$ cat config.mk
export PLATFORM = sky130hd
export DESIGN_NAME = fwd_unit
export DESIGN_NICKNAME = d
export VERILOG_FILES = /design/src/rtl/fwd_pkg.sv /design/src/rtl/fwd_dest_decode.sv /design/src/rtl/fwd_select.sv /design/src/rtl/fwd_operand_mux.sv /design/src/rtl/fwd_unit.sv
export SDC_FILE = /design/constraint.sdc
export NUM_CORES = 1
export LEC_CHECK = 0
export ABC_AREA = 1
export BUFFER_PORTS_ARGS = -buffer_cell sky130_fd_sc_hd__buf_2
export CAP_MARGIN = 20
export CORE_AREA = 4 4 126 128
export DETAILED_ROUTE_END_ITERATION = 6
export DIE_AREA = 0 0 130 132
export GPL_ROUTABILITY_DRIVEN = 0
export PLACE_DENSITY_LB_ADDON = 0.1
export SLEW_MARGIN = 15
export SYNTH_ARGS = -nofsm -noshare
export SYNTH_HDL_FRONTEND = slang
export SYNTH_SLANG_ARGS = --single-unit
$ cat constraint.sdc
create_clock -name clk -period 3.65 [get_ports clk]
set_input_delay 0.73 -clock clk [delete_from_list [all_inputs] [get_ports clk]]
set_output_delay 0.73 -clock clk [all_outputs]
set_load 0.005 [all_outputs]
$ cat src/rtl/fwd_pkg.sv
`timescale 1ns/1ps
package fwd_pkg;
  typedef enum logic [1:0] {
    CLS_NONE = 2'd0,
    CLS_RR   = 2'd1,
    CLS_IMM  = 2'd2,
    CLS_LOAD = 2'd3
  } prod_class_e;

  typedef enum logic [1:0] {
    SEL_RF  = 2'd0,
    SEL_EXA = 2'd1,
    SEL_WBA = 2'd2,
    SEL_WBL = 2'd3
  } opnd_sel_e;
endpackage

$ cat src/rtl/fwd_dest_decode.sv
`timescale 1ns/1ps
// Works out which register a producer writes and whether it may forward.
module fwd_dest_decode
  import fwd_pkg::*;
#(
  parameter int REG_AW  = 5,
  parameter bit LOAD_OK = 1'b1
) (
  input  logic              valid,
  input  logic [1:0]        cls,
  input  logic [REG_AW-1:0] rt_fld,
  input  logic [REG_AW-1:0] rd_fld,
  output logic [REG_AW-1:0] dest,
  output logic              live,
  output logic              is_load
);
  logic writer;

  always_comb begin
    dest    = (cls == CLS_RR) ? rd_fld : rt_fld;
    is_load = (cls == CLS_LOAD);
    unique case (cls)
      CLS_RR, CLS_IMM: writer = 1'b1;
      CLS_LOAD:        writer = LOAD_OK;
      default:         writer = 1'b0;
    endcase
    live = valid && writer && (dest != '0);
  end
endmodule

$ cat src/rtl/fwd_select.sv
`timescale 1ns/1ps
// Per-operand priority choice: newer producer first, then older, then register file.
module fwd_select
  import fwd_pkg::*;
#(
  parameter int REG_AW = 5
) (
  input  logic              use_valid,
  input  logic [REG_AW-1:0] src,
  input  logic              ex_live,
  input  logic [REG_AW-1:0] ex_dest,
  input  logic              wb_live,
  input  logic [REG_AW-1:0] wb_dest,
  input  logic              wb_is_load,
  output logic [1:0]        sel
);
  logic ex_hit, wb_hit;

  always_comb begin
    ex_hit = ex_live && (ex_dest == src);
    wb_hit = wb_live && (wb_dest == src);
    if (!use_valid)  sel = SEL_RF;
    else if (ex_hit) sel = SEL_EXA;
    else if (wb_hit) sel = wb_is_load ? SEL_WBL : SEL_WBA;
    else             sel = SEL_RF;
  end
endmodule

$ cat src/rtl/fwd_operand_mux.sv
`timescale 1ns/1ps
// Four-way operand multiplexer driven by a select code.
module fwd_operand_mux
  import fwd_pkg::*;
#(
  parameter int XLEN = 32
) (
  input  logic [1:0]      sel,
  input  logic [XLEN-1:0] rf_val,
  input  logic [XLEN-1:0] ex_alu,
  input  logic [XLEN-1:0] wb_alu,
  input  logic [XLEN-1:0] wb_ld,
  output logic [XLEN-1:0] y
);
  always_comb begin
    unique case (sel)
      SEL_EXA: y = ex_alu;
      SEL_WBA: y = wb_alu;
      SEL_WBL: y = wb_ld;
      default: y = rf_val;
    endcase
  end
endmodule

$ cat src/rtl/fwd_unit.sv
`timescale 1ns/1ps
module fwd_unit
  import fwd_pkg::*;
#(
  parameter int XLEN   = 32,
  parameter int REG_AW = 5,
  parameter int RS_LSB = 21,
  parameter int RT_LSB = 16,
  parameter int RD_LSB = 11
) (
  input  logic            clk,
  input  logic            rst,
  input  logic [XLEN-1:0] idex_instr,
  input  logic            idex_valid,
  input  logic [XLEN-1:0] rf_a,
  input  logic [XLEN-1:0] rf_b,
  input  logic [XLEN-1:0] exmem_instr,
  input  logic            exmem_valid,
  input  logic [1:0]      exmem_class,
  input  logic [XLEN-1:0] exmem_alu_result,
  input  logic [XLEN-1:0] memwb_instr,
  input  logic            memwb_valid,
  input  logic [1:0]      memwb_class,
  input  logic [XLEN-1:0] memwb_alu_result,
  input  logic [XLEN-1:0] memwb_load_data,
  output logic [1:0]      sel_a,
  output logic [1:0]      sel_b,
  output logic [XLEN-1:0] opnd_a,
  output logic [XLEN-1:0] opnd_b
);
  localparam int NOPND = 2;

  logic              unused_bits;
  logic [REG_AW-1:0] ex_dest, wb_dest;
  logic              ex_live, wb_live, wb_is_load, ex_is_load_unused;
  logic [REG_AW-1:0] src    [NOPND];
  logic [XLEN-1:0]   rf_val [NOPND];
  logic [1:0]        sel_n  [NOPND];
  logic [XLEN-1:0]   opnd_n [NOPND];
  logic [1:0]        sel_q  [NOPND];
  logic [XLEN-1:0]   opnd_q [NOPND];

  // Fields outside the register numbers take no part in the decision.
  assign unused_bits = ^{idex_instr, exmem_instr, memwb_instr};

  assign src[0]    = idex_instr[RS_LSB +: REG_AW];
  assign src[1]    = idex_instr[RT_LSB +: REG_AW];
  assign rf_val[0] = rf_a;
  assign rf_val[1] = rf_b;

  // A load one stage ahead has no data yet, so it is not a source.
  fwd_dest_decode #(.REG_AW(REG_AW), .LOAD_OK(1'b0)) u_ex_dec (
    .valid   (exmem_valid),
    .cls     (exmem_class),
    .rt_fld  (exmem_instr[RT_LSB +: REG_AW]),
    .rd_fld  (exmem_instr[RD_LSB +: REG_AW]),
    .dest    (ex_dest),
    .live    (ex_live),
    .is_load (ex_is_load_unused)
  );

  fwd_dest_decode #(.REG_AW(REG_AW), .LOAD_OK(1'b1)) u_wb_dec (
    .valid   (memwb_valid),
    .cls     (memwb_class),
    .rt_fld  (memwb_instr[RT_LSB +: REG_AW]),
    .rd_fld  (memwb_instr[RD_LSB +: REG_AW]),
    .dest    (wb_dest),
    .live    (wb_live),
    .is_load (wb_is_load)
  );

  for (genvar g = 0; g < NOPND; g++) begin : g_opnd
    fwd_select #(.REG_AW(REG_AW)) u_sel (
      .use_valid  (idex_valid),
      .src        (src[g]),
      .ex_live    (ex_live),
      .ex_dest    (ex_dest),
      .wb_live    (wb_live),
      .wb_dest    (wb_dest),
      .wb_is_load (wb_is_load),
      .sel        (sel_n[g])
    );

    fwd_operand_mux #(.XLEN(XLEN)) u_mux (
      .sel    (sel_n[g]),
      .rf_val (rf_val[g]),
      .ex_alu (exmem_alu_result),
      .wb_alu (memwb_alu_result),
      .wb_ld  (memwb_load_data),
      .y      (opnd_n[g])
    );

    always_ff @(posedge clk) begin
      if (rst) begin
        sel_q[g]  <= SEL_RF;
        opnd_q[g] <= '0;
      end else begin
        sel_q[g]  <= sel_n[g];
        opnd_q[g] <= opnd_n[g];
      end
    end
  end

  assign sel_a  = sel_q[0];
  assign sel_b  = sel_q[1];
  assign opnd_a = opnd_q[0];
  assign opnd_b = opnd_q[1];
endmodule

==> results of run 1 <==
## final timing paths
check             to  cells after the start            from
max    opnd_q[1][16]                     17  exmem_class[1]
min      sel_q[1][1]                      2             rst
## flip-flops by register name, indices dropped and copies added (netlist names)
name    flops
sel_q       4
opnd_q     64
## final cells by class
class / count / area share, %
clock inverters: 5 / 0.761
diodes: 3 / 0.106
multi-input cells: 645 / 44.8
repair buffers: 286 / 21.6
clock buffers: 10 / 3.24
flip-flops and latches: 68 / 19.2
well taps: 188 / 3.33
inverters: 129 / 6.88
## where the power goes
part | switching (W) | total [W] | leakage (nW) | internal, W
logic | 0.000238 | 0.000422 | 3.24 | 0.000184
registers | 0.00000964 | 0.000795 | 0.566 | 0.000785
clock network | 0.000347 | 0.000870 | 0.142 | 0.000523
## synth_stat cells
library cell | instances | share of area, %
a21oi_1 | 1 | 0.092
buf_1 | 2 | 0.14
buf_2 | 19 | 1.8
buf_4 | 15 | 2.1
buf_6 | 9 | 1.9
clkbuf_1 | 28 | 1.9
clkbuf_2 | 1 | 0.092
clkinv_1 | 25 | 1.7
dfxtp_1 | 68 | 25
ha_1 | 1 | 0.23
inv_1 | 99 | 6.9
inv_2 | 4 | 0.28
inv_4 | 1 | 0.12
nand2_1 | 246 | 17
nand2_2 | 5 | 0.58
nand2_4 | 3 | 0.62
nand3_1 | 88 | 8.1
nand3_2 | 3 | 0.55
nand3b_1 | 33 | 4.6
nand4_1 | 129 | 15
nand4_2 | 1 | 0.23
nor2_1 | 84 | 5.8
nor2_2 | 3 | 0.35
nor2_4 | 1 | 0.21
o21a_1 | 1 | 0.14
o21ai_0 | 38 | 3.5
o21ai_1 | 2 | 0.18
xnor2_1 | 2 | 0.32
xor2_1 | 4 | 0.65
## logic make-up after synthesis
group	share of synthesized area, %
AND/OR/NAND/NOR	52.9
buffers and inverters	16.8
flip-flops	25.1
AO/OA/AOI/OAI	3.92
XOR/XNOR	0.969
adder cells (fa/ha/maj)	0.231
## worst max-delay path: stages
cell	delay (ns)
buf_2	0.09
inv_1	0.04
ha_1	0.31
inv_2	0.10
nand2_1	0.07
nand2_1	0.12
nor2_1	0.13
nand3_1	0.08
nand2_1	0.10
inv_2	0.05
buf_4	0.21
nand2_2	0.27
buf_4	0.34
nand4_1	0.13
nand3_1	0.13
nand2_1	0.06
inv_1	0.05
## stage by stage
stage	area, um^2	instances	hold WS, ns
after floorplan	5420	916	0.802
after global placement	6780	1316	0.983
after detailed placement	6780	1316	0.983
after CTS	7070	1331	0.613
after global routing	7070	1334	0.634
final	7070	1334	0.625
## metal layers
| metal | share of wire, % | vias to the layer above |
|---|---|---|
| met5 | 0.034 | - |
| met4 | 2.5 | 2 |
| met3 | 8.4 | 41 |
| met2 | 48 | 286 |
| met1 | 41 | 3032 |
| li1 | - | 3442 |
==> metrics.md, run 1 <==
| Metric | Value |
|---|---|
| Total Nets Final | ~1400 |
| Fin. Hold Viols | 0 |
| Io pins | 333 |
| Layout area overhead | 30.4% |
| Crit path time final | between 2 and 3 ns |
| P_leak | 3.95 nW |
| Most frequent cells in the layout | buf_2, nand2_1, nand4_1, inv_1, nand3_1 |
| Overflow after GRT | 0 |
| RSZ-0062 raised after global routing | false |
| Synthesized instance count | roughly 920 |
| WL/cell | 15.5 um |
| Die Span X | 130 um |
| Clock buffer depth | 2 |
| Reg clk slew, reported paths | roughly 0.06 ns |
| Final WS setup | ~0.89 ns |
| Multi-input gate area | 3170 um^2 |
| CP startpoint kind | primary input |
| Syn. warnings | 0 |
| CTS Hold Bufs | 0 |
| Via count | approximately 7000 |
| Setup TNS | 0 ns |
| Max-cap violations | 0 |
| Failing checks | DRC |
| Synth Cell Area | 5420 um^2 |
| Antenna-violating nets left | 0 |
| Met3 usage | 5.59% |
| Final core utilization | 47.6% |
| Routed WL | between 20 and 25 mm |
| CTS resizes | 0 |
| Pin count of the biggest net entering global routing | 60 |
| Die footprint | 17200 um^2 |
| Max transition margin | 37.2% |
| CTS tree | built |
| Ratio of cells with drive above 1 in the final layout | 28.6% |
| Peak fanout along the critical path | 25 |
| First-pass GRT wire length | 32.5 mm |
| Max rail drop VDD | 0.197 mV |
| Sequential cell area | roughly 1400 um^2 |
| Crit path capture type | register |
| Total power | roughly 0.0021 W |
| Fin crit share | 75.6% |
| Yosys cell types | 29 |
| FF+latch count, synth | 68 |
| Worst-margin pin slew | 0.942 ns |
| Post-CTS setup buffer count | 0 |
| Met1 Use GR | between 20 and 30% |
| Critical Path AT | 3.05 ns |
| Syn_nets | 1182 |
| Clock sinks | 68 |
| DP Wirelength | 14.6 mm |
| Number of DRC markers in iteration 0 | 474 |
| Setup WS pre-CTS | around 0.54 ns |
| Core ar. | 14900 um^2 |
| Status | complete, but fails checks |
| CTS H-tree depth | 3 |
| Fill count | 1669 |
| Global Route met2 Usage | between 30% and 40% |
| Fmax | about 360 MHz |
| GRT Total Usage | a little under a quarter |
| DIE HEIGHT | 132 um |
| Via density per instance | 5.10 |
| 1st-pass router iterations | 7 |
| Worst path required time | 3.94 ns |
| CTS root buf | clkbuf_16 |
| Sequential element share of the synthesized area | 25.1% |
| Hold WC Path Type | primary input to register |
| WS Path Type | primary input to register |
| Num CTS Buffers | 9 |
| Row count | 45 |
| Vias in the first global route | 6522 |
| Commonest non-fill, non-tap cell in the layout | buf_2 |
| Initial antenna violation count | 4 |
| Syn Area/Cell | 5.92 um^2 |
| Post-route DRC | 1 |
| Initial core utilization | 36.5% |
| Power per cell area | around 300 nW/um^2 |
| Setup-failing EPs final | 0 |
| Most Used Layer, Global Route | met2 |
| Port Buffers | 266 |
| Slew Limit Fails | 0 |
(Power assumes the default switching activity.)
==> run 2, diff against run 1 <==
CORE_AREA = 4 4 125 127   (was 4 4 126 128)
DIE_AREA = 0 0 129 131   (was 0 0 130 132)
clock period = 2.3 ns   (was 3.65 ns; I/O delays follow)
==> metrics.md, run 2 (synthesis gave the netlist of run 1 again) <==
| Metric | Value |
|---|---|
| Status | finished, final reports clean |
| Die Span X | 129 um (-0.77%) |
| Fmax | roughly 470 MHz |
| Clock sinks | 68 (unchanged) |
| Most frequent cells in the layout | buf_2, nand2_1, nand4_1, inv_1, nand3_1 |
| Most flop-heavy register | opnd_q |
| Num CTS Buffers | 9 (unchanged) |
| Slew Limit Fails | 0 (unchanged) |
| Hold wc startpoint | rst |
| Critical Path AT | 2.39 ns (-0.66 ns) |
| Setup-failing EPs final | 0 (unchanged) |
| Placed inst area | 7080 um^2 (+4.3%) |
| Initial core utilization | 37.6% (+1.1 points) |
| Layout area overhead | 36.8% |
| DIE HEIGHT | 131 um (-0.76%) |
| Fin. Hold Viols | 0 (unchanged) |
| Total Nets Final | 1429 (+1.7%) |
| Reg clk slew, reported paths | 0.06 ns (about the same) |
| Antenna-violating nets left | 0 (unchanged) |
| Post-CTS setup buffer count | 0 (unchanged) |
| RSZ-0062 raised after global routing | false |
| Row count | 44 (-2.2%) |
| Post-route DRC | 0 (-1) |
| Fin crit share | roughly nine tenths |
| Initial antenna violation count | 1 (-3) |
| Max transition margin | 70.9% (+34 points) |
| CP startpoint kind | primary input |
| DP Wirelength | 14.9 mm (+2.2%) |
| CTS H-tree depth | 3 (unchanged) |
| Via density per instance | 5.05 (-1.1%) |
| CTS Hold Bufs | 0 (unchanged) |
| First-pass GRT wire length | 31.5 mm (-3.1%) |
| Max-cap violations | 0 (unchanged) |
| WS Path Type | primary input to register |
| Vias in the first global route | 6230 (-4.5%) |
| CTS resizes | 0 (unchanged) |
| Max reg flops | 64 (unchanged) |
| Core ar. | 14400 um^2 (-3.0%) |
| WL/cell | 15.0 um (-3.1%) |
| Port Buffers | 266 (unchanged) |
| Number of DRC markers in iteration 0 | 562 (+19%) |
| Finished Cell Area | 7420 um^2 (+4.9%) |
| Commonest non-fill, non-tap cell in the layout | buf_2 |
| Power per cell area | 468 nW/um^2 (+59%) |
| GRT Total Usage | 23.3% (-0.15 points) |
| CTS root buf | clkbuf_16 |
| Inst Count DP | 1336 (+1.5%) |
| Peak fanout along the critical path | 21 (-16%) |
| Die footprint | 16900 um^2 (-1.5%) |
| Io pins | 333 (unchanged) |
| Clock buffer depth | 2 (unchanged) |
| CTS tree | built |
| CP Launch Point | exmem_class[1] |
| 1st-pass router iterations | 5 (-2) |
| Ratio of cells with drive above 1 in the final layout | 30.1% (+1.5 points) |
| Via count | 6822 (+0.28%) |
| Post-route insts no fill | 1352 (+1.3%) |
| Crit path capture type | register |
| Crit path time final | 2.12 ns |
| Pin count of the biggest net entering global routing | 65 (+8.3%) |
| Number of diodes | 0 (-3) |
| Regs by FF count | opnd_q (64), sel_q (4) |
| Overflow after GRT | 0 (unchanged) |
| Max rail drop VDD | 0.322 mV (+64%) |
| Hold WC Path Type | primary input to register |
| Worst path required time | 2.58 ns (-1.36 ns) |
| Worst-margin pin slew | 0.437 ns (-0.505 ns) |
| P_leak | 4.11 nW (+4.0%) |
| Routed WL | 20.3 mm (-1.7%) |
## run 2: worst max-delay path, cell delays in order
cell	delay, ns
buf_2	0.09
inv_1	0.08
ha_4	0.18
inv_2	0.06
nand2_1	0.08
nand2_1	0.10
nand2_1	0.07
nand2_1	0.04
nor2_1	0.19
nand4_2	0.18
buf_4	0.19
nand2_4	0.10
buf_4	0.27
nand2_1	0.08
nand2_1	0.07
nor2_1	0.05
nor2_1	0.09
## run 2: cell type report
| class | instances | area [um^2] |
|---|---|---|
| Fill cell | 1598 | 7010 |
| Multi-Input combinational cell | 645 | 3180 |
| Timing Repair Buffer | 310 | 1840 |
| Sequential cell | 68 | 1360 |
| Inverter | 129 | 487 |
| Clock buffer | 11 | 233 |
| Tap cell | 184 | 230 |
| Clock inverter | 5 | 85.1 |
## run 2: worst paths after layout
path,to,cells past startpoint
setup / recovery,opnd_q[0][22],17
hold / removal,sel_q[1][1],2
## run 2: through the flow
stage	hold WS, ns	setup slack (ns)	TNS [ns]	total power (W)	util [%]
detailed placement	0.694	-0.286	-15.06	0.00198	49.1
global placement	0.699	-0.288	-14.55	0.00198	49.1
CTS	0.327	0.0722	0	0.00350	51.3
global route	0.364	0.00250	0	0.00364	51.4
finish	0.335	0.185	0	0.00347	51.4
floorplan	0.532	0.0880	0	0.00162	-
## run 2: power by group
part,total (W),switching (W),internal (W)
clock,0.00151,0.000554,0.000956
combinational,0.000699,0.000382,0.000317
sequential,0.00126,0.0000156,0.00125
total,0.00347,0.000951,0.00252
## run 2: layer usage
metal	GRT usage [%]	vias to the layer above	share of wire, %
met1	29.3	3013	41
li1	-	3486	-
met3	5.65	32	9.2
met4	7.23	2	1.9
met5	0	-	0.088
met2	39.6	289	48
==> run 3, diff against run 2 <==
CORE_AREA = 4 4 128 130   (was 4 4 125 127)
CTS_BUF_LIST = sky130_fd_sc_hd__clkbuf_4   (was default)
DIE_AREA = 0 0 132 134   (was 0 0 129 131)
==> metrics.md, run 3 (synthesis gave the netlist of run 1 again) <==
| Metric | Value |
|---|---|
| Hold wc startpoint | rst |
| Worst hold endpoint | sel_q[1][1] |
| Port Buffers | 266 (unchanged) |
| Fin. Hold Viols | 0 (unchanged) |
| Max rail drop VDD | 0.189 mV (-41%) |
| Total power | 0.00265 W (-24%) |
| DP Wirelength | 15.9 mm (+6.4%) |
| Crit path time final | 2.08 ns (-0.0356 ns) |
| Critical Path AT | 2.47 ns (+0.08 ns) |
| P_leak | 4.09 nW (-0.42%) |
| Most frequent cells in the layout | buf_2, nand2_1, nand4_1, inv_1, nand3_1 |
| Initial core utilization | 35.8% (-1.8 points) |
| Overflow after GRT | 0 (unchanged) |
| CTS Hold Bufs | 0 (unchanged) |
| Layout area overhead | 35.0% |
| CP startpoint kind | primary input |
| Antenna-violating nets left | 0 (unchanged) |
| Regs by FF count | opnd_q (64), sel_q (4) |
| Max-cap violations | 0 (unchanged) |
| Io pins | 333 (unchanged) |
| Fin crit share | 90.4% (-1.5 points) |
| WL/cell | 15.5 um (+3.2%) |
| Slew Limit Fails | 0 (unchanged) |
| Core ar. | 15100 um^2 (+5.0%) |
| Hold path depth | 2 (unchanged) |
| Setup-failing EPs final | 0 (unchanged) |
| CTS tree | built |
| Worst-margin pin slew | 0.539 ns (+0.102 ns) |
| WS Path Type | primary input to register |
| Most flop-heavy register | opnd_q |
| Clock sinks | 68 (unchanged) |
| Power per cell area | 362 nW/um^2 (-23%) |
| GRT Total Usage | 23.1% (-0.23 points) |
| CTS root buf | clkbuf_4 |
| Number of DRC markers in iteration 0 | 364 (-35%) |
| Reg clk slew, reported paths | 0.12 ns (+0.06 ns) |
| Row count | 45 (+2.3%) |
| Worst path required time | 2.69 ns (+0.11 ns) |
| Pin count of the biggest net entering global routing | 37 (-43%) |
| Min Hold Slack | 0.216 ns (-0.119 ns) |
| Post-route DRC | 0 (unchanged) |
| CTS H-tree depth | 3 (unchanged) |
| Status | finished, final reports clean |
| Setup TNS | 0 ns (unchanged) |
| Hold WC Path Type | primary input to register |
| Fill count | 1676 (+4.9%) |
| Fmax | 481 MHz (+1.7%) |
| Ratio of cells with drive above 1 in the final layout | 31.1% (+1.0 points) |
| Setup WS pre-CTS | -0.363 ns (-0.0775 ns) |
| Crit path capture type | register |
| DIE HEIGHT | 134 um (+2.3%) |
| Total Nets Final | 1448 (+1.3%) |
| Final WS setup | 0.220 ns (+0.0356 ns) |
| Num CTS Buffers | 9 (unchanged) |
| First-pass GRT wire length | 33.2 mm (+5.3%) |
| Die Span X | 132 um (+2.3%) |
| Commonest non-fill, non-tap cell in the layout | buf_2 |
| Routed WL | 21.3 mm (+4.9%) |
| Peak fanout along the critical path | 17 (-19%) |
| Vias in the first global route | 6638 (+6.5%) |
| 1st-pass router iterations | 7 (+2) |
| Max transition margin | 64.0% (-6.9 points) |
| Via count | 6978 (+2.3%) |
| RSZ-0062 raised after global routing | false |
| Clock buffer depth | 2 (unchanged) |
| Initial antenna violation count | 3 (+2) |
| Max reg flops | 64 (unchanged) |
| Via density per instance | 5.08 (+0.65%) |
| Die footprint | 17700 um^2 (+4.7%) |
[run 3: changes by cell type in the layout (fill, tap and decap cells not counted), moves of 2 or more]
cell,previous run,this run
nor2_4,2,4
buf_4,29,48
clkbuf_1,2,0
buf_12,14,12
clkbuf_16,9,0
bufinv_16,2,0
clkinv_1,25,28
clkbuf_4,0,10
nand2_2,6,8
[run 3: critical path, stage by stage]
cell and delay (ns):
buf_2 0.09, inv_1 0.04, ha_2 0.23, inv_2 0.07, o21ai_0 0.24, buf_4 0.16
nor2_1 0.03, o21ai_1 0.19, nor2_4 0.09, buf_12 0.13, nand2_2 0.10, buf_4 0.25
nand4_1 0.13, nand3_1 0.13, nand2_1 0.06, inv_1 0.04
[run 3: worst max-delay path by stage]
stage                              start            end  cells after the start
final                     exmem_class[1]  opnd_q[1][10]                     16
after global routing      memwb_class[1]  opnd_q[0][19]                     18
after CTS                 exmem_class[0]  opnd_q[0][12]                     14
after detailed placement  exmem_class[0]  opnd_q[0][12]                     14
after global placement    exmem_class[0]  opnd_q[1][20]                     15
after floorplan           exmem_class[1]  opnd_q[0][10]                     18
[run 3: metrics by stage]
stage	instances	utilization, %	area, um^2
final	1374	48.4	7320
after CTS	1372	48.2	7290
after detailed placement	1358	47.5	7200
after floorplan	916	-	5420
after global placement	1358	47.5	7200
after global routing	1374	48.4	7320
[run 3: metal layers]
layer  GRT usage, %  part of all wire (%)  routed length, um
met5              0                  0.10                 22
met4           7.35                   1.7                365
met3           6.45                   9.2               1970
met2           40.5                    48              10300
met1           27.4                    41               8720
[run 3: cell type report]
type / instances / area [um^2] / share of cell area (%)
well taps: 188 / 235 / 3.21
clock buffers: 10 / 75.1 / 1.03
repair buffers: 328 / 1960 / 26.7
clock inverters: 4 / 18.8 / 0.256
multi-input cells: 646 / 3190 / 43.5
flip-flops and latches: 68 / 1360 / 18.6
inverters: 129 / 487 / 6.65
diodes: 1 / 2.50 / 0.0342
[run 3: report_power, final]
part	internal, W	switching (W)	total [W]
clock	0.000212	0.000444	0.000656
combinational	0.000338	0.000396	0.000735
sequential	0.00124	0.0000159	0.00126
[run 3: what timing repair did]
action,in CTS,in global routing
setup endpoints to repair,0,34
setup buffers,0,0
endpoints found under the hold margin,0,0
gates resized for setup,0,6
